==> src/rtl/flash_dualop_pkg.sv <==
package flash_dualop_pkg;

  typedef enum logic [2:0] {
    OP_RD_ARRAY    = 3'd0,
    OP_RD_SPACE    = 3'd1,
    OP_PROG_SETUP  = 3'd2,
    OP_ERASE_SETUP = 3'd3,
    OP_CONFIRM     = 3'd4,
    OP_SUSPEND     = 3'd5,
    OP_RESUME      = 3'd6,
    OP_IDLE        = 3'd7
  } op_e;

  typedef enum logic [1:0] {
    RSN_NONE  = 2'd0,
    RSN_BUSY  = 2'd1,
    RSN_SPACE = 2'd2,
    RSN_SEQ   = 2'd3
  } rsn_e;

  // state-changing actions requested by the decision logic (at most one set)
  typedef struct packed {
    logic load_pend;
    logic start;
    logic park;
    logic unpark;
  } act_t;

endpackage

==> src/rtl/dualop_decide.sv <==
module dualop_decide
  import flash_dualop_pkg::*;
#(
  parameter int NBANK      = 8,
  parameter int BANK_W     = $clog2(NBANK),
  parameter int BLK_W      = 4,
  parameter int PARAM_BANK = 0
) (
  input  logic              req_valid,
  input  logic [2:0]        req_op,
  input  logic [BANK_W-1:0] req_bank,
  input  logic [BLK_W-1:0]  req_blk,
  input  logic              act_v,
  input  logic [BANK_W-1:0] act_bank,
  input  logic              sus_v,
  input  logic              sus_erase,
  input  logic [BANK_W-1:0] sus_bank,
  input  logic [BLK_W-1:0]  sus_blk,
  input  logic              pend_v,
  output logic              ok,
  output logic              rej,
  output rsn_e              rsn,
  output act_t              acts
);

  logic [NBANK-1:0] bank_hot;

  // per-bank "actively busy" mask
  for (genvar g = 0; g < NBANK; g++) begin : g_hot
    assign bank_hot[g] = act_v && (act_bank == BANK_W'(g));
  end

  logic same_blk_as_parked;
  assign same_blk_as_parked = (sus_bank == req_bank) && (sus_blk == req_blk);

  always_comb begin
    ok   = 1'b0;
    rej  = 1'b0;
    rsn  = RSN_NONE;
    acts = '0;
    if (req_valid) begin
      case (op_e'(req_op))
        OP_RD_ARRAY: begin
          if (bank_hot[req_bank]) begin rej = 1'b1; rsn = RSN_BUSY; end
          else                          ok  = 1'b1;
        end
        OP_RD_SPACE: begin
          if (bank_hot[PARAM_BANK]) begin rej = 1'b1; rsn = RSN_SPACE; end
          else                            ok  = 1'b1;
        end
        OP_PROG_SETUP: begin
          if (act_v || (sus_v && (!sus_erase || same_blk_as_parked))) begin
            rej = 1'b1; rsn = RSN_BUSY;
          end else begin
            ok = 1'b1; acts.load_pend = 1'b1;
          end
        end
        OP_ERASE_SETUP: begin
          if (act_v || sus_v) begin rej = 1'b1; rsn = RSN_BUSY; end
          else begin ok = 1'b1; acts.load_pend = 1'b1; end
        end
        OP_CONFIRM: begin
          if (!pend_v || act_v) begin rej = 1'b1; rsn = RSN_BUSY; end
          else begin ok = 1'b1; acts.start = 1'b1; end
        end
        OP_SUSPEND: begin
          if (!act_v || sus_v) begin rej = 1'b1; rsn = RSN_SEQ; end
          else begin ok = 1'b1; acts.park = 1'b1; end
        end
        OP_RESUME: begin
          if (!sus_v || act_v) begin rej = 1'b1; rsn = RSN_SEQ; end
          else begin ok = 1'b1; acts.unpark = 1'b1; end
        end
        default: ;
      endcase
    end
  end

endmodule

==> src/rtl/dualop_track.sv <==
module dualop_track
  import flash_dualop_pkg::*;
#(
  parameter int NBANK  = 8,
  parameter int BANK_W = $clog2(NBANK),
  parameter int BLK_W  = 4
) (
  input  logic              clk,
  input  logic              rst,
  input  logic              done_pulse,
  input  logic [BANK_W-1:0] req_bank,
  input  logic [BLK_W-1:0]  req_blk,
  input  logic              req_erase,
  input  act_t              acts,
  input  logic              ok,
  input  logic              rej,
  input  rsn_e              rsn,
  // state seen by the decision logic (completion already applied)
  output logic              eff_act_v,
  output logic [BANK_W-1:0] act_bank,
  output logic              act_erase,
  output logic              sus_v,
  output logic [BANK_W-1:0] sus_bank,
  output logic [BLK_W-1:0]  sus_blk,
  output logic              sus_erase,
  output logic              pend_v,
  // registered responses and status
  output logic              act_v,
  output logic              gnt_q,
  output logic              err_q,
  output logic [1:0]        code_q
);

  logic [BLK_W-1:0]  act_blk;
  logic [BANK_W-1:0] pend_bank;
  logic [BLK_W-1:0]  pend_blk;
  logic              pend_erase;

  assign eff_act_v = act_v && !done_pulse;

  always_ff @(posedge clk) begin
    if (rst) begin
      act_v      <= 1'b0;
      act_bank   <= '0;
      act_blk    <= '0;
      act_erase  <= 1'b0;
      sus_v      <= 1'b0;
      sus_bank   <= '0;
      sus_blk    <= '0;
      sus_erase  <= 1'b0;
      pend_v     <= 1'b0;
      pend_bank  <= '0;
      pend_blk   <= '0;
      pend_erase <= 1'b0;
      gnt_q      <= 1'b0;
      err_q      <= 1'b0;
      code_q     <= RSN_NONE;
    end else begin
      gnt_q  <= ok;
      err_q  <= rej;
      code_q <= rej ? rsn : RSN_NONE;
      act_v  <= eff_act_v;
      if (acts.load_pend) begin
        pend_v     <= 1'b1;
        pend_bank  <= req_bank;
        pend_blk   <= req_blk;
        pend_erase <= req_erase;
      end
      if (acts.start) begin
        act_v     <= 1'b1;
        act_bank  <= pend_bank;
        act_blk   <= pend_blk;
        act_erase <= pend_erase;
        pend_v    <= 1'b0;
      end
      if (acts.park) begin
        sus_v     <= 1'b1;
        sus_bank  <= act_bank;
        sus_blk   <= act_blk;
        sus_erase <= act_erase;
        act_v     <= 1'b0;
      end
      if (acts.unpark) begin
        act_v     <= 1'b1;
        act_bank  <= sus_bank;
        act_blk   <= sus_blk;
        act_erase <= sus_erase;
        sus_v     <= 1'b0;
      end
    end
  end

endmodule

==> src/rtl/flash_dualop_arb.sv <==
module flash_dualop_arb
  import flash_dualop_pkg::*;
#(
  parameter int NBANK      = 8,
  parameter int BANK_W     = $clog2(NBANK),
  parameter int BLK_W      = 4,
  parameter int PARAM_BANK = 0
) (
  input  logic              clk,
  input  logic              rst,
  input  logic              req_valid,
  input  logic [2:0]        req_op,
  input  logic [BANK_W-1:0] req_bank,
  input  logic [BLK_W-1:0]  req_blk,
  input  logic              done_pulse,
  output logic              gnt,
  output logic              err,
  output logic [1:0]        err_code,
  output logic              busy,
  output logic [BANK_W-1:0] busy_bank,
  output logic              busy_erase,
  output logic              susp,
  output logic [BANK_W-1:0] susp_bank,
  output logic              susp_erase
);

  logic              eff_act_v, sus_v, sus_erase, pend_v, ok, rej, act_v, act_erase;
  logic [BANK_W-1:0] act_bank, sus_bank;
  logic [BLK_W-1:0]  sus_blk;
  rsn_e              rsn;
  act_t              acts;

  dualop_decide #(
    .NBANK(NBANK), .BANK_W(BANK_W), .BLK_W(BLK_W), .PARAM_BANK(PARAM_BANK)
  ) u_decide (
    .req_valid(req_valid), .req_op(req_op), .req_bank(req_bank), .req_blk(req_blk),
    .act_v(eff_act_v), .act_bank(act_bank), .sus_v(sus_v), .sus_erase(sus_erase),
    .sus_bank(sus_bank), .sus_blk(sus_blk), .pend_v(pend_v),
    .ok(ok), .rej(rej), .rsn(rsn), .acts(acts)
  );

  dualop_track #(
    .NBANK(NBANK), .BANK_W(BANK_W), .BLK_W(BLK_W)
  ) u_track (
    .clk(clk), .rst(rst), .done_pulse(done_pulse),
    .req_bank(req_bank), .req_blk(req_blk),
    .req_erase(req_op == OP_ERASE_SETUP),
    .acts(acts), .ok(ok), .rej(rej), .rsn(rsn),
    .eff_act_v(eff_act_v), .act_bank(act_bank), .act_erase(act_erase),
    .sus_v(sus_v), .sus_bank(sus_bank), .sus_blk(sus_blk), .sus_erase(sus_erase),
    .pend_v(pend_v), .act_v(act_v),
    .gnt_q(gnt), .err_q(err), .code_q(err_code)
  );

  assign busy       = act_v;
  assign busy_bank  = act_bank;
  assign busy_erase = act_erase;
  assign susp       = sus_v;
  assign susp_bank  = sus_bank;
  assign susp_erase = sus_erase;

endmodule

==> config.mk <==
export PLATFORM = sky130hd
export DESIGN_NAME = flash_dualop_arb
export DESIGN_NICKNAME = d
export VERILOG_FILES = /design/src/rtl/flash_dualop_pkg.sv /design/src/rtl/dualop_decide.sv /design/src/rtl/dualop_track.sv /design/src/rtl/flash_dualop_arb.sv
export SDC_FILE = /design/constraint.sdc
export NUM_CORES = 1
export LEC_CHECK = 0
export BUFFER_PORTS_ARGS = -buffer_cell sky130_fd_sc_hd__buf_2
export CAP_MARGIN = 40
export CORE_ASPECT_RATIO = 0.75
export CORE_MARGIN = 2
export CORE_UTILIZATION = 37
export CTS_CLUSTER_SIZE = 8
export DETAILED_ROUTE_END_ITERATION = 8
export PLACE_DENSITY_LB_ADDON = 0.25
export SYNTH_ARGS = -nofsm -noshare
export SYNTH_HDL_FRONTEND = slang
export SYNTH_HIERARCHICAL = 1
export SYNTH_SLANG_ARGS = --single-unit
==> constraint.sdc <==
create_clock -name clk -period 2.7 [get_ports clk]
set_input_delay 0.54 -clock clk [delete_from_list [all_inputs] [get_ports clk]]
set_output_delay 0.54 -clock clk [all_outputs]
set_load 0.02 [all_outputs]
# == Yosys cells after proc, flatten, opt, wreduce, memory -nomap -nowiden ==
# Index checks and enable logic that the tools add are counted.
# classes
addsub,0
mul,0
div_mod_pow,0
n_lt_le_gt_ge,1
n_eq_ne,15
shifts,0
mux,41
n_bitwise,2
n_reduce_logical,29
# op_table
op,count
2-to-1 mux 1 bit,28
equality test 3 bit (second input constant),7
one-hot mux 1 bit (7 select lines),2
one-hot mux 2 bit (7 select lines),1
equality test 3 x 2 -> 1 bit (second input constant),4
2-to-1 mux 4 bit,3
logical AND 1 bit,11
equality test 3 x 1 -> 1 bit (second input constant),2
zero test 3 bit,2
logical OR 1 bit,6
2-to-1 mux 2 bit,3
2-to-1 mux 3 bit,2
OR reduction 2 bit,3
zero test 1 bit,5
equality test 4 bit,1
less-than comparator 3 x 4 -> 1 bit (second input constant),1
binary-select mux 1 bit (select 3 bit),1
equality test 3 bit,1
OR reduction 3 bit,1
inverter 1 bit,2
one-hot mux 1 bit (2 select lines),1
nonzero test 2 bit,1
# totals
regBits,31
latch_bits,0
ram_bits,0
rom_bits,0
inputBits,14
output_inout_bits,14
wordCells,103
mem_count,0

# == Longest topological paths before layout ==
# Gate-level depths: netlist of the first run.
# logic_depth
depth_word,11
depth_mapped,9
depth_no_buf,8

# == Hierarchy ==
# Netlist of the first run, hierarchy kept.
# modules_own_cells
module,instances,cells_per_inst,area_per_inst_um2,seq_area_each_um2
dualop_track,1,107,1141.1,620.6
dualop_decide,1,64,444.2,0.0
flash_dualop_arb,1,1,8.8,0.0

# == Worst setup path before layout of the first run ==
# OpenSTA, ideal clock, no wires.
# synth_timing
path_type,input to register
from,in done_pulse
to,reg u_track.pend_bank[0]
setup_ns,0.117
arrival_ns,1.929
required_ns,2.583
slack_ns,0.653
cell_stages,9
path_buffers,2
cell_sequence,nand2b_1 -> inv_1 -> buf_4 -> a2111oi_0 -> a21bo_1 -> nor2_1 -> buf_2 -> mux2i_1 -> nor2_1
# synth_rtl
item,line_no,text
from (decl),flash_dualop_arb.sv:15,"input logic done_pulse,"
to (signal assigned),dualop_track.sv:65,pend_bank <= req_bank;
to (decl),dualop_track.sv:35,logic [BANK_W-1:0] pend_bank;

# == Worst setup path in the final report of the first run ==
# layout_timing
from,in done_pulse
to,reg u_track.code_q[0]
# layout_between
elab_chain_len,10
# layout_lines
item,line_no,text
zero test 1 bit *,dualop_track.sv:39,assign eff_act_v = act_v && !done_pulse;
logical AND 1 bit *,dualop_track.sv:39,
net eff_act_v,flash_dualop_arb.sv:27,"logic eff_act_v, sus_v, sus_erase, pend_v, ok, rej, act_v, act_erase;"
logical AND 1 bit,dualop_decide.sv:30,assign bank_hot[g] = act_v && (act_bank == BANK_W'(g));
binary-select mux 1 bit (select 3 bit),dualop_decide.sv:44,if (bank_hot[req_bank]) begin rej = 1'b1; rsn = RSN_BUSY; end
2-to-1 mux 1 bit (not written as such),dualop_decide.sv:44,
2-to-1 mux 1 bit,dualop_decide.sv:44,
one-hot mux 1 bit (7 select lines) *,dualop_decide.sv:42,case (op_e'(req_op))
2-to-1 mux 1 bit *,dualop_decide.sv:41,if (req_valid) begin
net rej,flash_dualop_arb.sv:27,
inverter 1 bit (no line) *,--,
OR reduction 3 bit (no line) *,--,
to (signal assigned),dualop_track.sv:61,code_q <= rej ? rsn : RSN_NONE;
to (decl),dualop_track.sv:31,output logic [1:0] code_q
# The timed path passes the listed nets; every way through them passes the cells marked *. The select of a mux whose other input is x is not followed.
# A chain may end at the register's enable or synchronous reset.

==> results.sh, run 1 <==
export IMPL_rsz0062_at_grt="no"
export IMPL_start_util=0.388
export IMPL_critPathKind="in2reg"
export IMPL_nNetsFinal=213
export IMPL_place_hpwl_mm=2.39
export IMPL_final_cells=255
export IMPL_drtIter0Drc=75
export IMPL_numCtsBuffers=5
export IMPL_dp_cells=247
export IMPL_cap_violations=0
export IMPL_wire_per_inst_um=13.7
export IMPL_syn_area_mm2=0.00159
export IMPL_cp_start_kind="input pin"
export IMPL_cts_sinks=31
export IMPL_cts_buffer_depth=2
export IMPL_postCtsSetupBuffers=0
export IMPL_setup_tns_ns=0
export IMPL_antenna_left=0
export IMPL_skew_ns=0.00856
export IMPL_port_buffers=27
export IMPL_die_y_um=60.8
export IMPL_postSynthCellCount=172
export IMPL_p_leak_nw=0.727
export IMPL_die_x_um=79.8
export IMPL_status="completed"
export IMPL_tightest_slew_ns=0.520
export IMPL_whs_endpoint="u_track/pend_bank[1]"
export IMPL_crit_path_start="done_pulse"
export IMPL_drive_gt1_frac=0.235
export IMPL_first_global_vias=1172
export IMPL_p_sw_frac=0.222
export IMPL_synth_seq_cells=31
export IMPL_r2r_start="u_track/act_v"
export IMPL_htreeDepth=2
export IMPL_area_growth_syn_to_layout_pct=18.4
export IMPL_clk_pin_slew_ns=0.07
export IMPL_power_frac_seq=0.459
export IMPL_ios=28
export IMPL_avgSynthCellArea_um2=9.27
export IMPL_min_path_type="reg2reg"
export IMPL_p_per_area_mw_per_mm2=538
export IMPL_gp_congestion=0.835
export IMPL_synthArstFlopShare=0
export IMPL_yosysUniqueCellTypes=38
export IMPL_pwr_share_comb=0.073
export IMPL_vias=1286
export IMPL_post_place_ws_ns=0.324
export IMPL_worst_slack_ns=0.621
export IMPL_coreArea_mm2=0.00410
export IMPL_cts_repair_resized=0
export IMPL_hold_depth=2
export IMPL_reg2reg_slack_ns=0.72
export IMPL_overflow=0
export IMPL_hold_viol=0
export IMPL_setup_viol=0
export IMPL_max_slew_margin=0.653
export IMPL_min_from="u_track/pend_bank[1]"
export IMPL_holdWs_ns=0.497
export IMPL_placed_cell_area_mm2=0.00177
export IMPL_min_period_over_period=0.770
export IMPL_yosysWarnings=6
export IMPL_grt_pass1_wl_mm=5.72
export IMPL_drv_slew=0
export IMPL_path_max_fanout=11
export IMPL_track_usage=0.159
export IMPL_final_cell_area_mm2=0.00189
export IMPL_power_internal_mw=0.791
export IMPL_fmax_ghz=0.481
export IMPL_worstPathRequired_ns=2.93
export IMPL_crit_arrival_ns=2.31
export IMPL_syn_nets=186
export IMPL_rr_worst_depth=8
export IMPL_cts_hold_buf=0
export IMPL_drt_vias_per_instance=5.04
export IMPL_antennaDiodeCount=0
export IMPL_grt_max_degree=30
export IMPL_dieArea_mm2=0.00485
export IMPL_wl_mm=3.48
export IMPL_pwr_share_clk=0.468
export IMPL_min_period_ns=2.08
export IMPL_peakVddDrop_uv=273
export IMPL_drt_drc_violations_left=0
export IMPL_ys_flop_type="dfxtp_1"
export IMPL_root_buffer="clkbuf_8"
export IMPL_end_kind="flop"
export IMPL_rows=20
export IMPL_ys_seq_area_frac=0.389
export IMPL_switchingPower_mw=0.225
export IMPL_utilization=0.460
export IMPL_r2r_end="u_track/code_q[0]"
export IMPL_clock_latency_ns=0.29
export IMPL_antenna_found_initial=0
export IMPL_cts_tree="yes"
export IMPL_firstDrtPassIters=4
export IMPL_total_power_mw=1.02
export IMPL_synth_edf_count=0
## cell usage after synthesis (2+ instances only)
cell	instances	area, um2
nor3_1	4	20.0
mux2i_1	24	240
nor4_2	2	25.0
nor2b_1	12	75.1
nor2_1	24	90.1
a31oi_1	4	25.0
buf_2	7	35.0
nor4_1	3	18.8
buf_4	3	22.5
nand2b_1	7	43.8
xnor2_1	3	26.3
a211oi_1	8	60.1
nand2_1	3	11.3
nand4_1	2	12.5
nor3b_1	2	15.0
xor2_1	7	61.3
inv_2	2	7.51
and2_1	2	12.5
dfxtp_1	31	621
inv_1	3	11.3
a21oi_1	2	10.0
## worst max-delay path, stage by stage
cell	delay [ns]
buf_2	0.09
nand2b_1	0.15
inv_1	0.25
or4b_1	0.48
nor4_2	0.20
nor3b_1	0.09
a31oi_1	0.16
nor2b_1	0.19
and2_1	0.14
## per-layer routing
metal | GRT usage | wire [um] | vias to the layer above
met5 | 0 | 0 | -
met4 | 0.0702 | 61 | 0
met3 | 0.0491 | 197 | 8
met2 | 0.227 | 1420 | 36
met1 | 0.222 | 1810 | 583
li1 | - | - | 659
## state kept, by name, summed over array words and instances (netlist names)
register and count:
u_track/sus_erase 1, u_track/err_q 1, u_track/act_erase 1, u_track/act_blk 4, u_track/gnt_q 1, u_track/pend_v 1
u_track/pend_bank 3, u_track/pend_erase 1, u_track/sus_bank 3, u_track/act_v 1, u_track/sus_v 1, u_track/sus_blk 4
u_track/act_bank 3, u_track/code_q 2, u_track/pend_blk 4
## worst max path at each step
stage,endpoint,depth (start not counted)
2_1_floorplan,u_track/pend_bank[0],9
3_3_place_gp,u_track/code_q[1],9
3_5_place_dp,u_track/code_q[0],9
4_1_cts,u_track/code_q[0],9
5_1_grt,u_track/code_q[0],9
6_report,u_track/code_q[0],9
## power groups by stage
| stage | combinational, mW | sequential, mW | clock [mW] |
|---|---|---|---|
| 6_report | 0.0739 | 0.466 | 0.476 |
| 3_5_place_dp | 0.0738 | 0.477 | 0 |
| 3_3_place_gp | 0.0749 | 0.477 | 0 |
| 5_1_grt | 0.0817 | 0.467 | 0.512 |
| 4_1_cts | 0.0742 | 0.466 | 0.488 |
| 2_1_floorplan | 0.0480 | 0.479 | 0 |
## cells in the final DEF (no fill, tap or decap), drive strengths merged, types with 2 or more instances in the layout
cell type	instances
dfxtp	31
buf	31
nor2	24
mux2i	24
nor2b	12
a211oi	8
nand2b	7
xor2	7
clkbuf	6
nor4	5
inv	5
a31oi	4
nor3	4
xnor2	3
nand2	3
a21oi	2
nand4	2
nor3b	2
and2	2
a2111oi	2
## kinds of logic after synthesis
logic type                count (synthesis)  synth area share
DFF                                      31             0.389
muxes                                    24             0.151
and+or+nand+nor                          67             0.234
AOI/OAI and AO/OA                        24             0.116
buffers and inverters                    16            0.0549
xor gates and xnor gates                 10            0.0549
## final cells by class
type	count	area, um2
clock buffers	6	82.6
clock inverters	2	35.0
fillers	427	2220
inverters	5	18.8
multi-input cells	125	897
flip-flops and latches	31	621
well taps	55	68.8
repair buffers	31	165
(Power assumes the default switching activity.)
==> inputs of run 2 (changes only) <==
- clock period: 2.7 -> 2.1 ns (I/O delays scaled with it)
==> results.sh, run 2 (same netlist as run 1, synthesis figures left out) <==
export IMPL_cts_repair_resized=0
export IMPL_p_per_area_mw_per_mm2=596
export IMPL_cap_violations=0
export IMPL_r2r_start="u_track/act_v"
export IMPL_antennaDiodeCount=0
export IMPL_total_power_mw=1.15
export IMPL_tightest_slew_ns=0.457
export IMPL_firstDrtPassIters=4
export IMPL_layout_common_cells="dfxtp_1, buf_2, nor2_1, mux2i_1"
export IMPL_reg2reg_slack_ns=0.23
export IMPL_critPathKind="reg2reg"
export IMPL_cts_tree="yes"
export IMPL_utilization=0.471
export IMPL_worstPathRequired_ns=2.33
export IMPL_drv_slew=0
export IMPL_place_hpwl_mm=2.61
export IMPL_fmax_ghz=0.536
export IMPL_cts_hold_buf=0
export IMPL_setup_viol=0
export IMPL_vias=1310
export IMPL_root_buffer="clkbuf_8"
export IMPL_min_path_type="in2reg"
export IMPL_peakVddDrop_uv=373
export IMPL_worstPathCellList="nand2b_1 -> inv_1 -> or4b_1 -> nor4_2 -> nor3b_1 -> a31oi_1 -> nor2b_1 -> and2_1"
export IMPL_die_x_um=79.8
export IMPL_min_period_ns=1.87
export IMPL_overflow=0
export IMPL_crit_slowest_cell="or4b_1"
export IMPL_reg_top3="u_track/act_blk x4, u_track/pend_blk x4, u_track/sus_blk x4"
export IMPL_antenna_found_initial=0
export IMPL_drt_drc_violations_left=0
export IMPL_min_from="rst"
export IMPL_hold_depth=2
export IMPL_rr_worst_depth=8
export IMPL_whs_endpoint="u_track/err_q"
export IMPL_crit_arrival_ns=2.09
export IMPL_slowest_delay_ns=0.46
export IMPL_die_y_um=60.8
export IMPL_htreeDepth=2
export IMPL_track_usage=0.165
export IMPL_clock_latency_ns=0.28
export IMPL_holdWs_ns=0.324
export IMPL_hold_viol=0
export IMPL_rsz0062_at_grt="no"
export IMPL_cts_sinks=31
export IMPL_start_util=0.388
export IMPL_dieArea_mm2=0.00485
export IMPL_end_kind="flop"
export IMPL_max_slew_margin=0.693
export IMPL_wl_mm=3.59
export IMPL_status="completed"
export IMPL_wire_per_inst_um=13.6
export IMPL_p_leak_nw=0.761
export IMPL_skew_ns=0.00957
export IMPL_clk_pin_slew_ns=0.06
export IMPL_ios=28
export IMPL_rows=20
export IMPL_postCtsSetupBuffers=0
export IMPL_drt_vias_per_instance=4.96
export IMPL_coreArea_mm2=0.00410
export IMPL_area_growth_syn_to_layout_pct=21.4
export IMPL_first_global_vias=1189
export IMPL_final_common_cell="dfxtp_1"
export IMPL_cp_start_kind="flop"
export IMPL_gp_congestion=0.888
export IMPL_port_buffers=27
export IMPL_cts_buffer_depth=2
export IMPL_r2r_end="u_track/code_q[0]"
export IMPL_nFillCells=425
export IMPL_grt_max_degree=29
export IMPL_nNetsFinal=222
export IMPL_drive_gt1_frac=0.268
export IMPL_antenna_left=0
export IMPL_path_max_fanout=3
export IMPL_drtIter0Drc=111
export IMPL_numCtsBuffers=5
export IMPL_grt_pass1_wl_mm=5.93
export IMPL_min_period_over_period=0.889
[run 2: cell count changes in the layout (fill, tap and decap cells not counted)]
cell | before | now
buf_4 | 4 | 12
clkinv_2 | 1 | 3
buf_12 | 0 | 1
bufinv_16 | 1 | 0
clkbuf_8 | 6 | 5
[run 2: through the flow]
stage	area, um2	setup slack (ns)	cells	setup TNS, ns
after global placement	1850	-0.0414	256	-0.0704
after floorplan	1590	0.173	172	0
after CTS	1930	0.221	264	0
after global routing	1930	0.0610	264	0
after detailed placement	1850	-0.0396	256	-0.0692
final	1930	0.234	264	0
[run 2: power breakdown]
part	internal, mW	leakage (nW)	switching [mW]
Combinational	0.0469	0.462	0.0598
Sequential	0.596	0.251	0.00380
Clock	0.226	0.0477	0.221
Total	0.869	0.761	0.285
[run 2: worst max-delay path: cells and delay by family, from the launching register on]
family          cells  cell delay (ns)
flops               1             0.32
buf+inv             1             0.10
simple gates        6             1.21
compound gates      1             0.18
[run 2: cell type report]
class	instances	area (um2)	area share
Timing Repair Buffer	40	245	0.127
Inverter	5	18.8	0.00970
Sequential cell	31	621	0.321
Clock inverter	3	15.0	0.00776
Clock buffer	5	68.8	0.0356
Multi-Input combinational cell	125	897	0.464
Tap cell	55	68.8	0.0356
[run 2: worst max-delay path by stage]
stage | start | to | slack (ns) | cells after the start
4_1_cts | u_track/act_v | u_track/code_q[0] | 0.22 | 8
5_1_grt | u_track/act_v | u_track/code_q[0] | 0.06 | 8
3_5_place_dp | req_op[0] | u_track/code_q[0] | -0.04 | 8
6_report | u_track/act_v | u_track/code_q[0] | 0.23 | 8
3_3_place_gp | done_pulse | u_track/code_q[0] | -0.04 | 9
2_1_floorplan | done_pulse | u_track/pend_bank[0] | 0.17 | 9
[run 2: metal layers]
layer  wire [um]  vias up  track usage
li1            -      680            -
met1        1860      589        0.234
met2        1480       37        0.235
met3         223        4       0.0506
met4          36        0       0.0654
met5           0        -            0
